**config.mk**
```make
export PLATFORM = sky130hd
export DESIGN_NAME = sdr_burst_seq
export DESIGN_NICKNAME = d
export VERILOG_FILES = /design/src/rtl/sdr_burst_pkg.sv /design/src/rtl/sdr_mode_reg.sv /design/src/rtl/sdr_col_gen.sv /design/src/rtl/sdr_burst_seq.sv
export SDC_FILE = /design/constraint.sdc
export NUM_CORES = 1
export LEC_CHECK = 0
export BUFFER_PORTS_ARGS = -buffer_cell sky130_fd_sc_hd__buf_2
export CAP_MARGIN = 20
export CORE_ASPECT_RATIO = 1.1
export CORE_MARGIN = 1
export CORE_UTILIZATION = 57
export CTS_BUF_LIST = sky130_fd_sc_hd__clkbuf_4 sky130_fd_sc_hd__clkbuf_8
export DETAILED_ROUTE_END_ITERATION = 7
export GPL_ROUTABILITY_DRIVEN = 0
export PLACE_DENSITY_LB_ADDON = 0.3
export SYNTH_ARGS = -nofsm -noshare
export SYNTH_HDL_FRONTEND = slang
export SYNTH_SLANG_ARGS = --single-unit
```
**constraint.sdc**
```tcl
create_clock -name clk -period 2.95 [get_ports clk]
set_input_delay 0.59 -clock clk [delete_from_list [all_inputs] [get_ports clk]]
set_output_delay 0.59 -clock clk [all_outputs]
set_load 0.03 [all_outputs]
```
**src/rtl/sdr_burst_pkg.sv**
```systemverilog
package sdr_burst_pkg;

    // Opcode field positions; the mode-set word is decoded at these bits.
    localparam int OP_BL_LSB = 0;
    localparam int OP_BT_BIT = 3;
    localparam int OP_CL_LSB = 4;
    localparam int OP_WB_BIT = 9;

    typedef enum logic [2:0] {
        BL_1    = 3'd0,
        BL_2    = 3'd1,
        BL_4    = 3'd2,
        BL_8    = 3'd3,
        BL_FULL = 3'd4
    } burst_len_e;

    typedef struct packed {
        burst_len_e bl;
        logic       ilv;
        logic       cl3;
        logic       wr_single;
    } mode_t;

endpackage

```
**src/rtl/sdr_mode_reg.sv**
```systemverilog
module sdr_mode_reg
    import sdr_burst_pkg::*;
#(
    parameter int ADDR_W = 11
) (
    input  logic              clk,
    input  logic              rst_n,
    input  logic              load,
    input  logic [ADDR_W-1:0] opcode,
    output mode_t             mode
);

    // Bits that a normal mode-set must leave at zero.
    localparam logic [ADDR_W-1:0] USED_MASK =
        ADDR_W'((1 << OP_WB_BIT) | 'h7F);
    localparam logic [ADDR_W-1:0] RSV_MASK = ~USED_MASK;

    mode_t mode_d, mode_q;
    logic  rsv_hit;

    always_comb begin
        mode_d  = mode_q;
        rsv_hit = |(opcode & RSV_MASK);
        if (load && !rsv_hit) begin
            case (opcode[OP_BL_LSB +: 3])
                3'b000:  mode_d.bl = BL_1;
                3'b001:  mode_d.bl = BL_2;
                3'b010:  mode_d.bl = BL_4;
                3'b011:  mode_d.bl = BL_8;
                3'b111:  mode_d.bl = BL_FULL;
                default: mode_d.bl = mode_q.bl;
            endcase
            mode_d.ilv = opcode[OP_BT_BIT];
            case (opcode[OP_CL_LSB +: 3])
                3'b010:  mode_d.cl3 = 1'b0;
                3'b011:  mode_d.cl3 = 1'b1;
                default: mode_d.cl3 = mode_q.cl3;
            endcase
            mode_d.wr_single = opcode[OP_WB_BIT];
        end
    end

    always_ff @(posedge clk or negedge rst_n) begin
        if (!rst_n) begin
            mode_q <= '{bl: BL_1, ilv: 1'b0, cl3: 1'b1, wr_single: 1'b0};
        end else begin
            mode_q <= mode_d;
        end
    end

    assign mode = mode_q;

endmodule

```
**src/rtl/sdr_col_gen.sv**
```systemverilog
module sdr_col_gen #(
    parameter int COL_W = 8
) (
    input  logic [COL_W-1:0] base,
    input  logic [COL_W-1:0] beat,
    input  logic [COL_W-1:0] mask,
    input  logic             ilv,
    output logic [COL_W-1:0] col
);

    logic [COL_W-1:0] lin_col;
    logic [COL_W-1:0] xor_col;
    logic [COL_W-1:0] low_col;

    always_comb begin
        lin_col = base + beat;
        xor_col = base ^ beat;
        low_col = ilv ? xor_col : lin_col;
        col     = (base & ~mask) | (low_col & mask);
    end

endmodule

```
**src/rtl/sdr_burst_seq.sv**
```systemverilog
module sdr_burst_seq
    import sdr_burst_pkg::*;
#(
    parameter int ADDR_W = 11,
    parameter int COL_W  = 8
) (
    input  logic              clk,
    input  logic              rst_n,
    input  logic              cke,
    input  logic              mrs_valid,
    input  logic [ADDR_W-1:0] mrs_opcode,
    input  logic              cmd_start,
    input  logic              cmd_write,
    input  logic [COL_W-1:0]  cmd_col,
    input  logic              cmd_stop,
    output logic [COL_W-1:0]  col_addr,
    output logic              burst_active,
    output logic              last_beat,
    output logic [1:0]        cas_latency
);

    typedef struct packed {
        logic             active;
        logic [COL_W-1:0] base;
        logic [COL_W-1:0] beat;
        logic [COL_W-1:0] mask;
        logic             full;
        logic             ilv;
    } seq_t;

    function automatic logic [COL_W-1:0] len_mask(burst_len_e bl);
        case (bl)
            BL_2:    return COL_W'(1);
            BL_4:    return COL_W'(3);
            BL_8:    return COL_W'(7);
            BL_FULL: return '1;
            default: return '0;
        endcase
    endfunction

    mode_t mode;
    seq_t  seq_d, seq_q;
    logic  is_last;
    logic  single_wr;

    sdr_mode_reg #(.ADDR_W(ADDR_W)) u_mode (
        .clk    (clk),
        .rst_n  (rst_n),
        .load   (cke && mrs_valid),
        .opcode (mrs_opcode),
        .mode   (mode)
    );

    always_comb begin
        seq_d     = seq_q;
        is_last   = seq_q.active && !seq_q.full && (seq_q.beat == seq_q.mask);
        single_wr = cmd_write && mode.wr_single;
        if (cke) begin
            if (cmd_start) begin
                seq_d.active = 1'b1;
                seq_d.base   = cmd_col;
                seq_d.beat   = '0;
                seq_d.full   = (mode.bl == BL_FULL) && !single_wr;
                seq_d.mask   = single_wr ? '0 : len_mask(mode.bl);
                seq_d.ilv    = mode.ilv && (mode.bl != BL_FULL);
            end else if (cmd_stop) begin
                seq_d.active = 1'b0;
            end else if (seq_q.active) begin
                if (is_last) begin
                    seq_d.active = 1'b0;
                end else begin
                    seq_d.beat = seq_q.beat + 1'b1;
                end
            end
        end
    end

    always_ff @(posedge clk or negedge rst_n) begin
        if (!rst_n) begin
            seq_q <= '0;
        end else begin
            seq_q <= seq_d;
        end
    end

    sdr_col_gen #(.COL_W(COL_W)) u_col (
        .base (seq_q.base),
        .beat (seq_q.beat),
        .mask (seq_q.mask),
        .ilv  (seq_q.ilv),
        .col  (col_addr)
    );

    assign burst_active = seq_q.active;
    assign last_beat    = is_last;
    assign cas_latency  = mode.cl3 ? 2'd3 : 2'd2;

endmodule

```
==> impl_metrics.env, run 1 <==
export IMPL_routed_wl_um=4530
export IMPL_rsz0062_at_grt="true"
export IMPL_final_util=0.745
export IMPL_cts_htree_levels=2
export IMPL_syn_cell_area_um2=1930
export IMPL_power_leakage_nw=1.03
export IMPL_finalMaxSlewViolations=0
export IMPL_synth_fa_ha_area_frac=0.0621
export IMPL_fin_tns_setup_ns=0
export IMPL_synthXorXnorAreaFrac=0.0317
export IMPL_switching_power_mw=0.530
export IMPL_areaGrowthSynthToFinish_pct=20.5
export IMPL_cts_made_buffers=5
export IMPL_skew_ns=0.0205
export IMPL_status="complete, but fails checks"
export IMPL_critPathCaptureType="output port"
export IMPL_violations="DRC"
export IMPL_ys_async_sr_fraction=1.00
export IMPL_synthesis_nets=250
export IMPL_cts_hold_buf=0
export IMPL_numPortBuffers=36
export IMPL_yosys_register_bits=29
export IMPL_synth_mux_area_frac=0.0751
export IMPL_multi_input_area_um2=1170
export IMPL_hold_class="input port to async pin"
export IMPL_netlist_top_cell_by_area="dfrtp_1"
export IMPL_ys_seq_area_frac=0.376
export IMPL_final_common_cell="buf_2"
export IMPL_switching_share=0.376
export IMPL_netlist_instances=215
export IMPL_tightestPinTransition_ns=0.645
export IMPL_detailedRoute_firstIterationViolations=80
export IMPL_mostFrequentLayoutCells="buf_2, dfrtp_1, nand2_1"
export IMPL_r2r_cells=5
export IMPL_cts_root_buf="clkbuf_4"
export IMPL_grt_max_degree=30
export IMPL_drcViolationCount=3
export IMPL_ys_flop_type="dfrtp_1"
export IMPL_rr_startpoint="seq_q[8]"
export IMPL_fp_row_count=21
export IMPL_grt_overflow=0
export IMPL_worstPathArrival_ns=2.27
export IMPL_synth_top_cell_area_share=0.362
export IMPL_clock_power_share=0.252
export IMPL_r2r_end="seq_q[17]"
export IMPL_insertion_delay_ns=0.35
export IMPL_yosys_area_share_simple=0.200
export IMPL_finalNonFillerCells=292
export IMPL_ir_drop_v=0.000442
export IMPL_cts_tree="built"
export IMPL_path_max_fanout=3
export IMPL_nets=292
export IMPL_postSynthAreaPerCell_um2=8.99
export IMPL_maxCapViolations=0
export IMPL_antenna_found_initial=0
export IMPL_fillers=220
export IMPL_ys_top_cells_by_area="dfrtp_1, mux2_2, ha_1"
export IMPL_crit_required_ns=2.36
export IMPL_p_per_area_nw_per_um2=606
export IMPL_path_clk_slew_ns=0.12
export IMPL_yosysWarnings=0
export IMPL_drive_gt1_frac=0.326
export IMPL_vias_per_cell=6.11
export IMPL_synthDistinctLibCells=54
export IMPL_synth_compound_area_share=0.203
export IMPL_grt_pass1_wl_um=7390
export IMPL_diodes=0
export IMPL_power_total_mw=1.41
export IMPL_core_area_um2=3130
export IMPL_grt_usage=0.264
export IMPL_die_w_um=57.5
export IMPL_cts_sink_count=29
export IMPL_clock_path_buffers=2
export IMPL_die_area_um2=3630
export IMPL_p_seq_frac=0.382
export IMPL_place_inst=279
export IMPL_via_count=1785
export IMPL_hpwl_um=3010
export IMPL_period_minus_slack_ns=2.86
export IMPL_r2r_slack_ns=0.79
export IMPL_setup_viol=0
export IMPL_finalCritPeriodShare=0.971
export IMPL_p_int_mw=0.881
export IMPL_crit_start="seq_q[10]"
export IMPL_synth_enable_flop_cells=0
export IMPL_crit_type="register to output port"
export IMPL_comb_power_share=0.366
export IMPL_wl_per_cell_um=15.5
export IMPL_die_h_um=63.1
export IMPL_drtAntennaViolNets=0
export IMPL_maxSlewHeadroom=0.570
export IMPL_io_pins=38
export IMPL_regArea_um2=731
export IMPL_finalHoldViolations=0
export IMPL_first_pass_iters=7
export IMPL_synth_top_family_by_area="compound AO/OA/AOI/OAI gates"
export IMPL_startpoint_type="register"
export IMPL_grt_pass1_vias=1724
export IMPL_start_util=0.618
export IMPL_timing_fmax_mhz=349
## critical path, stage by stage, from the launching register on
cell	delay, ns
dfrtp_1	0.38
ha_2	0.19
inv_2	0.04
fa_2	0.34
nor2b_1	0.12
o21ai_1	0.09
a21oi_2	0.21
a311oi_2	0.12
a221o_1	0.28
buf_6	0.14
## area by class of cell
class                   count  area share
flip-flops and latches     29       0.314
clock inverters             2      0.0161
clock buffers               6      0.0220
inverters                  14      0.0226
repair buffers             44       0.107
well taps                  34      0.0183
multi-input cells         163       0.501
## metal layers
metal	GRT usage	up-vias	routed length (um)
met2	0.475	49	2370
met1	0.291	854	1850
li1	-	873	-
met3	0.0637	9	236
met4	0.110	0	67
met5	0	-	0
## through the flow
stage	cell area [um2]	hold WS, ns	worst slack (ns)
5_1_grt	2330	0.294	-0.0392
3_3_place_gp	2130	0.491	0.350
4_1_cts	2240	0.267	0.0122
2_1_floorplan	1930	0.294	0.286
6_report	2330	0.249	0.0861
3_5_place_dp	2130	0.498	0.312
## flip-flops by register name (all words and copies together) (netlist names)
register and cells:
burst_active 1, seq_q 22, u_mode.mode 6
## power groups by stage
stage	logic, mW	registers [mW]	clock network, mW
4_1_cts	0.474	0.537	0.359
2_1_floorplan	0.366	0.514	0
3_3_place_gp	0.456	0.539	0
3_5_place_dp	0.463	0.543	0
5_1_grt	0.570	0.547	0.378
6_report	0.516	0.539	0.355
## worst max path at each step
stage | endpoint | cells past startpoint | slack, ns
final | col_addr[6] | 9 | 0.09
after global routing | col_addr[6] | 9 | -0.04
after CTS | col_addr[5] | 7 | 0.01
after floorplan | col_addr[5] | 6 | 0.29
after global placement | col_addr[6] | 8 | 0.35
after detailed placement | col_addr[6] | 8 | 0.31
## synthesized netlist by cell type (2+ instances only)
cell      instances
a21o_1            2
a21oi_1          11
a22o_1            3
a311o_1           3
a311oi_1          2
a31oi_1           3
and2_1            3
and3_1            2
buf_2             2
buf_4             2
clkbuf_1          4
dfrtp_1          28
ha_1              8
inv_1            14
mux2_2           12
nand2_1          22
nand2b_1          2
nand3_1           7
nand4_1           4
nand4b_1          2
nor2_1           16
nor2b_1           4
nor3_1            5
nor4_1            3
o21ai_0          12
o22ai_1           3
o311ai_0          2
or3_1             2
xnor2_1           7
## cell families (layout without fill, tap and decap cells)
kind of cell,after synthesis,after routing
compound gates,56,56
other cells,1,1
fa+ha+maj,9,9
simple gates,77,77
mux,13,13
flops,29,29
buf+inv,23,66
xor+xnor,7,7
## what timing repair did
item                       CTS  global route
pin swaps                    1             5
setup endpoints to repair    2             3
gates resized for setup      5            12
setup buffers                0             5
cloned                       0             0
No activity file was read; power rests on OpenSTA's default activity.
==> run 2: changes to the inputs <==
--- a/config.mk
+++ b/config.mk
@@ -9,10 +9,9 @@
 export CAP_MARGIN = 20
 export CORE_ASPECT_RATIO = 1.1
 export CORE_MARGIN = 1
-export CORE_UTILIZATION = 57
+export CORE_UTILIZATION = 60
 export CTS_BUF_LIST = sky130_fd_sc_hd__clkbuf_4 sky130_fd_sc_hd__clkbuf_8
 export DETAILED_ROUTE_END_ITERATION = 7
-export GPL_ROUTABILITY_DRIVEN = 0
 export PLACE_DENSITY_LB_ADDON = 0.3
 export SYNTH_ARGS = -nofsm -noshare
 export SYNTH_HDL_FRONTEND = slang
==> constraint.sdc (replaced) <==
create_clock -name clk -period 3.41 [get_ports clk]
set_input_delay 0.682 -clock clk [delete_from_list [all_inputs] [get_ports clk]]
set_output_delay 0.682 -clock clk [all_outputs]
set_load 0.03 [all_outputs]
==> run 2 against run 1 <==
  * The run now ends clean
  * Routed wire length is 11% lower
  * Register-to-register slack better by 0.49 ns
  * Sequential power is 13% lower
  * Via count is 2.7% lower
  * Clock power is 19% lower
  * Global-route usage is 0.081 points lower
  * First-iteration DRC count is 1.3% higher
  * Critical endpoint unchanged
==> impl_metrics.env, run 2 (synthesized netlist as in run 1, its figures left out) <==
export IMPL_via_count=1737
export IMPL_finalMaxSlewViolations=0
export IMPL_grt_pass1_vias=1542
export IMPL_crit_slowest_cell="dfrtp_1"
export IMPL_insertion_delay_ns=0.34
export IMPL_clock_path_buffers=2
export IMPL_mostFrequentLayoutCells="buf_2, dfrtp_1, nand2_1"
export IMPL_critPathCaptureType="output port"
export IMPL_maxCapViolations=0
export IMPL_worstPathArrival_ns=2.51
export IMPL_regArea_um2=727
export IMPL_die_w_um=56.1
export IMPL_wl_per_cell_um=14.1
export IMPL_first_pass_iters=4
export IMPL_cts_sink_count=29
export IMPL_grt_overflow=0
export IMPL_grt_max_degree=30
export IMPL_crit_required_ns=2.73
export IMPL_maxSlewHeadroom=0.542
export IMPL_grt_usage=0.264
export IMPL_power_total_mw=1.15
export IMPL_path_clk_slew_ns=0.11
export IMPL_cts_setup_buffers=0
export IMPL_io_pins=38
export IMPL_p_per_area_nw_per_um2=521
export IMPL_fillers=237
export IMPL_final_common_cell="buf_2"
export IMPL_cts_root_buf="clkbuf_4"
export IMPL_timing_fmax_mhz=313
export IMPL_ctsResizeCount=0
export IMPL_status="finished clean"
export IMPL_grt_pass1_wl_um=6770
export IMPL_crit_type="register to output port"
export IMPL_setup_viol=0
export IMPL_diodes=0
export IMPL_core_area_um2=3050
export IMPL_skew_ns=0.0189
export IMPL_start_util=0.634
export IMPL_hold_class="input port to async pin"
export IMPL_cts_hold_buf=0
export IMPL_cts_made_buffers=5
export IMPL_hpwl_um=2960
export IMPL_cts_htree_levels=2
export IMPL_die_h_um=61.5
export IMPL_vias_per_cell=6.09
export IMPL_areaGrowthSynthToFinish_pct=14.0
export IMPL_antenna_found_initial=0
export IMPL_startpoint_type="register"
export IMPL_finalCritPeriodShare=0.936
export IMPL_power_leakage_nw=0.992
export IMPL_routed_wl_um=4020
export IMPL_fp_row_count=21
export IMPL_path_max_fanout=8
export IMPL_drcViolationCount=0
export IMPL_period_minus_slack_ns=3.19
export IMPL_nets=285
export IMPL_detailedRoute_firstIterationViolations=81
export IMPL_drtAntennaViolNets=0
export IMPL_place_congestion=0.893
export IMPL_rsz0062_at_grt="false"
export IMPL_largest_register="seq_q"
export IMPL_tightestPinTransition_ns=0.685
export IMPL_critical_path_max_stage_delay_ns=0.49
export IMPL_drive_gt1_frac=0.259
export IMPL_largest_reg_flops=22
export IMPL_ir_drop_v=0.000428
export IMPL_cts_tree="built"
export IMPL_die_area_um2=3450
export IMPL_cp_top_family="compound AO/OA/AOI/OAI gates"
export IMPL_path_cells="ha_1, inv_1, fa_1, nor2b_1, o21ai_0, a21oi_1, a311oi_1, a221o_1, buf_2"
export IMPL_multi_input_area_um2=1110
export IMPL_critical_path_buf_inv_count=2
export IMPL_finalHoldViolations=0
export IMPL_numPortBuffers=36
export IMPL_fin_tns_setup_ns=0
## run 2: routing by layer
metal / vias up / GRT usage / routed length (um)
li1: 856 / - / -
met1: 827 / 0.308 / 1750
met2: 44 / 0.463 / 2010
met3: 10 / 0.0546 / 157
met4: 0 / 0.153 / 97
met5: - / 0 / 0
## run 2: per-stage QoR
| step | util | area [um2] | instances | hold slack (ns) | setup WS, ns |
|---|---|---|---|---|---|
| 2_1_floorplan | - | 1930 | 215 | 0.386 | 0.654 |
| 3_3_place_gp | 0.695 | 2120 | 277 | 0.491 | 0.665 |
| 3_5_place_dp | 0.695 | 2120 | 277 | 0.504 | 0.606 |
| 4_1_cts | 0.723 | 2200 | 285 | 0.362 | 0.220 |
| 5_1_grt | 0.723 | 2200 | 285 | 0.391 | 0.0483 |
| 6_report | 0.723 | 2200 | 285 | 0.354 | 0.218 |
## run 2: area by class of cell
cell class,count,share of cell area
clock buffers,5,0.0170
clock inverters,3,0.0210
inverters,14,0.0239
multi-input cells,163,0.504
flip-flops and latches,29,0.330
well taps,34,0.0193
repair buffers,37,0.0852
## run 2: worst register-to-register path, stage by stage, from the launching register on
cell	delay, ns
dfrtp_1	0.54
nor4_1	0.33
a2bb2oi_1	0.15
or3_1	0.48
and3_1	0.20
a311o_1	0.31
## run 2: report_power, final
| part | internal, mW | switching, mW | leakage, nW |
|---|---|---|---|
| combinational | 0.162 | 0.230 | 0.591 |
| clock | 0.155 | 0.133 | 0.0414 |
| sequential | 0.396 | 0.0704 | 0.360 |
## run 2: worst paths after layout
path	startpoint	endpoint	slack [ns]	depth (start not counted)
worst max-delay path	seq_q[10]	col_addr[6]	0.22	9
worst min-delay path	rst_n	seq_q[23]	0.35	1
worst max register to register	seq_q[8]	seq_q[17]	1.28	5
worst min register to register	u_mode.mode[0]	u_mode.mode[0]	0.52	1
max in group asynchronous	rst_n	seq_q[17]	2.62	1
min in group clk	u_mode.mode[0]	u_mode.mode[0]	0.52	1
==> run 3: changes to the inputs <==
--- a/config.mk
+++ b/config.mk
@@ -15,4 +15,5 @@
 export PLACE_DENSITY_LB_ADDON = 0.3
 export SYNTH_ARGS = -nofsm -noshare
 export SYNTH_HDL_FRONTEND = slang
+export SYNTH_HIERARCHICAL = 1
 export SYNTH_SLANG_ARGS = --single-unit
==> run 3 against run 2 <==
  * Critical path depth did not move
  * Total power fell by 10%
  * Routed wire length rose by 1.0%
  * Cell count fell by 1.1%
  * Clock-buffer cell count stayed put
  * Sequential cell count unchanged
  * Highest routed layer unchanged
==> impl_metrics.env, run 3 <==
export IMPL_grt_usage=0.263
export IMPL_place_inst=273
export IMPL_grt_overflow=0
export IMPL_p_int_mw=0.670
export IMPL_drtAntennaViolNets=0
export IMPL_startpoint_type="register"
export IMPL_crit_type="register to output port"
export IMPL_io_pins=38
export IMPL_netlist_instances=208
export IMPL_die_w_um=56.0
export IMPL_routed_wl_um=4060
export IMPL_status="finished clean"
export IMPL_areaGrowthSynthToFinish_pct=15.4
export IMPL_comb_power_share=0.301
export IMPL_hold_class="input port to async pin"
export IMPL_p_per_area_nw_per_um2=465
export IMPL_yosys_register_bits=29
export IMPL_finalCritPeriodShare=0.960
export IMPL_largest_register="seq_q"
export IMPL_switching_share=0.351
export IMPL_final_common_cell="buf_2"
export IMPL_vias_per_cell=6.00
export IMPL_power_total_mw=1.03
export IMPL_grt_max_degree=30
export IMPL_diodes=0
export IMPL_setup_viol=0
export IMPL_worstPathArrival_ns=2.59
export IMPL_yosysMostFrequentCell="nand2_1"
export IMPL_placed_cell_area_um2=2120
export IMPL_postSynthAreaPerCell_um2=9.25
export IMPL_finalNonFillerCells=282
export IMPL_wl_per_cell_um=14.4
export IMPL_ys_top_cells_by_area="dfrtp_1, mux2_2, nand2_1"
export IMPL_detailedRoute_firstIterationViolations=79
export IMPL_clock_path_buffers=2
export IMPL_cts_tree="built"
export IMPL_fp_row_count=21
export IMPL_synth_enable_flop_cells=0
export IMPL_core_area_um2=3050
export IMPL_grt_pass1_wl_um=6820
export IMPL_nets=282
export IMPL_crit_required_ns=2.73
export IMPL_path_clk_slew_ns=0.11
export IMPL_largest_reg_flops=22
export IMPL_ys_flop_type="dfrtp_1"
export IMPL_ys_async_sr_fraction=1.00
export IMPL_cts_root_buf="clkbuf_4"
export IMPL_ys_seq_area_frac=0.378
export IMPL_finalHoldViolations=0
export IMPL_period_minus_slack_ns=3.27
export IMPL_clock_power_share=0.278
export IMPL_maxSlewHeadroom=0.566
export IMPL_power_leakage_nw=1.00
export IMPL_critPathCaptureType="output port"
export IMPL_finalMaxSlewViolations=0
export IMPL_maxCapViolations=0
export IMPL_hpwl_um=2960
export IMPL_grt_pass1_vias=1538
export IMPL_p_seq_frac=0.420
export IMPL_insertion_delay_ns=0.34
export IMPL_cts_htree_levels=2
export IMPL_numPortBuffers=36
export IMPL_die_area_um2=3440
export IMPL_fillers=251
export IMPL_tightestPinTransition_ns=0.650
export IMPL_cts_made_buffers=5
export IMPL_ys_top_cells_by_count="nand2_1, dfrtp_1, nor2_1"
export IMPL_switching_power_mw=0.362
export IMPL_netlist_top_cell_by_area="dfrtp_1"
export IMPL_ir_drop_v=0.000381
export IMPL_drcViolationCount=0
export IMPL_timing_fmax_mhz=305
export IMPL_path_max_fanout=3
export IMPL_synth_top_cell_area_share=0.364
export IMPL_first_pass_iters=4
export IMPL_syn_cell_area_um2=1920
export IMPL_drive_gt1_frac=0.266
export IMPL_die_h_um=61.4
export IMPL_mostFrequentLayoutCells="buf_2, nand2_1, dfrtp_1"
export IMPL_synthesis_nets=243
export IMPL_cts_hold_buf=0
export IMPL_rsz0062_at_grt="false"
export IMPL_cts_sink_count=29
export IMPL_start_util=0.631
export IMPL_skew_ns=0.0123
export IMPL_yosysWarnings=6
export IMPL_synthDistinctLibCells=54
export IMPL_via_count=1691
export IMPL_fin_area_um2=2220
export IMPL_place_congestion=0.849
export IMPL_antenna_found_initial=0
export IMPL_fin_tns_setup_ns=0
[run 3: cell types whose count changed in the layout (fill, tap and decap cells not counted), sizes merged, moves of 3 or more]
cell    delta
nand3      +5
or4        +9
inv        -7
a311o      -3
nand2b     +4
nand2      +7
nand4      -3
xnor2      -3
xor2       +3
[run 3: repair_timing]
action,CTS,global route
gates cloned,0,0
gates resized for setup,1,2
pin swaps,0,0
endpoints found under the setup margin,1,2
buffers inserted,0,1
[run 3: cells by family after synthesis]
group           count (synthesis)  synth area share
fa+ha+maj                       9            0.0625
compound gates                 42             0.146
mux                            12            0.0696
buf+inv                        14            0.0358
xor+xnor                        7            0.0319
flops                          29             0.378
simple gates                   94             0.274
other cells                     1           0.00195
[run 3: power by group through the flow]
stage	logic, mW	clock network (mW)	registers (mW)
finish	0.311	0.287	0.433
global route	0.345	0.308	0.441
CTS	0.305	0.294	0.435
detailed placement	0.301	0	0.440
global placement	0.296	0	0.440
floorplan	0.227	0	0.430
[run 3: per-layer routing]
| metal | global-route usage | vias to the layer above | routed length [um] |
|---|---|---|---|
| met1 | 0.313 | 820 | 1770 |
| met5 | 0 | - | 0 |
| met3 | 0.0483 | 6 | 132 |
| met4 | 0.118 | 0 | 56 |
| met2 | 0.474 | 33 | 2100 |
| li1 | - | 832 | - |
[run 3: worst max-delay path: stages, from the launching register on]
cell and delay [ns]:
dfrtp_1 0.40, ha_1 0.20, inv_1 0.06, fa_1 0.38
or2b_1 0.24, a211oi_2 0.24, a31oi_1 0.14, xnor2_1 0.15
mux2_2 0.27, buf_2 0.18
[run 3: worst paths after layout]
check / endpoint / from / depth (start not counted) / slack [ns]
max in group asynchronous: seq_q[10] / rst_n / 1 / 2.59
min in group clk: seq_q[10] / seq_q[10] / 1 / 0.50
min: u_mode/mode[5] / rst_n / 1 / 0.36
min reg2reg: seq_q[10] / seq_q[10] / 1 / 0.50
max reg2reg: seq_q[10] / seq_q[8] / 6 / 1.43
max: col_addr[6] / seq_q[18] / 9 / 0.14
[run 3: per-stage QoR]
step | util | worst slack (ns) | hold WS, ns
2_1_floorplan | - | 0.588 | 0.386
3_3_place_gp | 0.695 | 0.433 | 0.460
3_5_place_dp | 0.695 | 0.334 | 0.473
4_1_cts | 0.723 | 0.00391 | 0.370
5_1_grt | 0.728 | 0.00639 | 0.398
6_report | 0.728 | 0.136 | 0.358
[run 3: area by class of cell]
type / instances / area (um2) / area share
flip-flops and latches: 29 / 728 / 0.328
repair buffers: 39 / 203 / 0.0913
well taps: 34 / 42.5 / 0.0192
inverters: 7 / 26.3 / 0.0118
clock buffers: 5 / 37.5 / 0.0169
clock inverters: 3 / 46.3 / 0.0209
multi-input cells: 165 / 1140 / 0.512
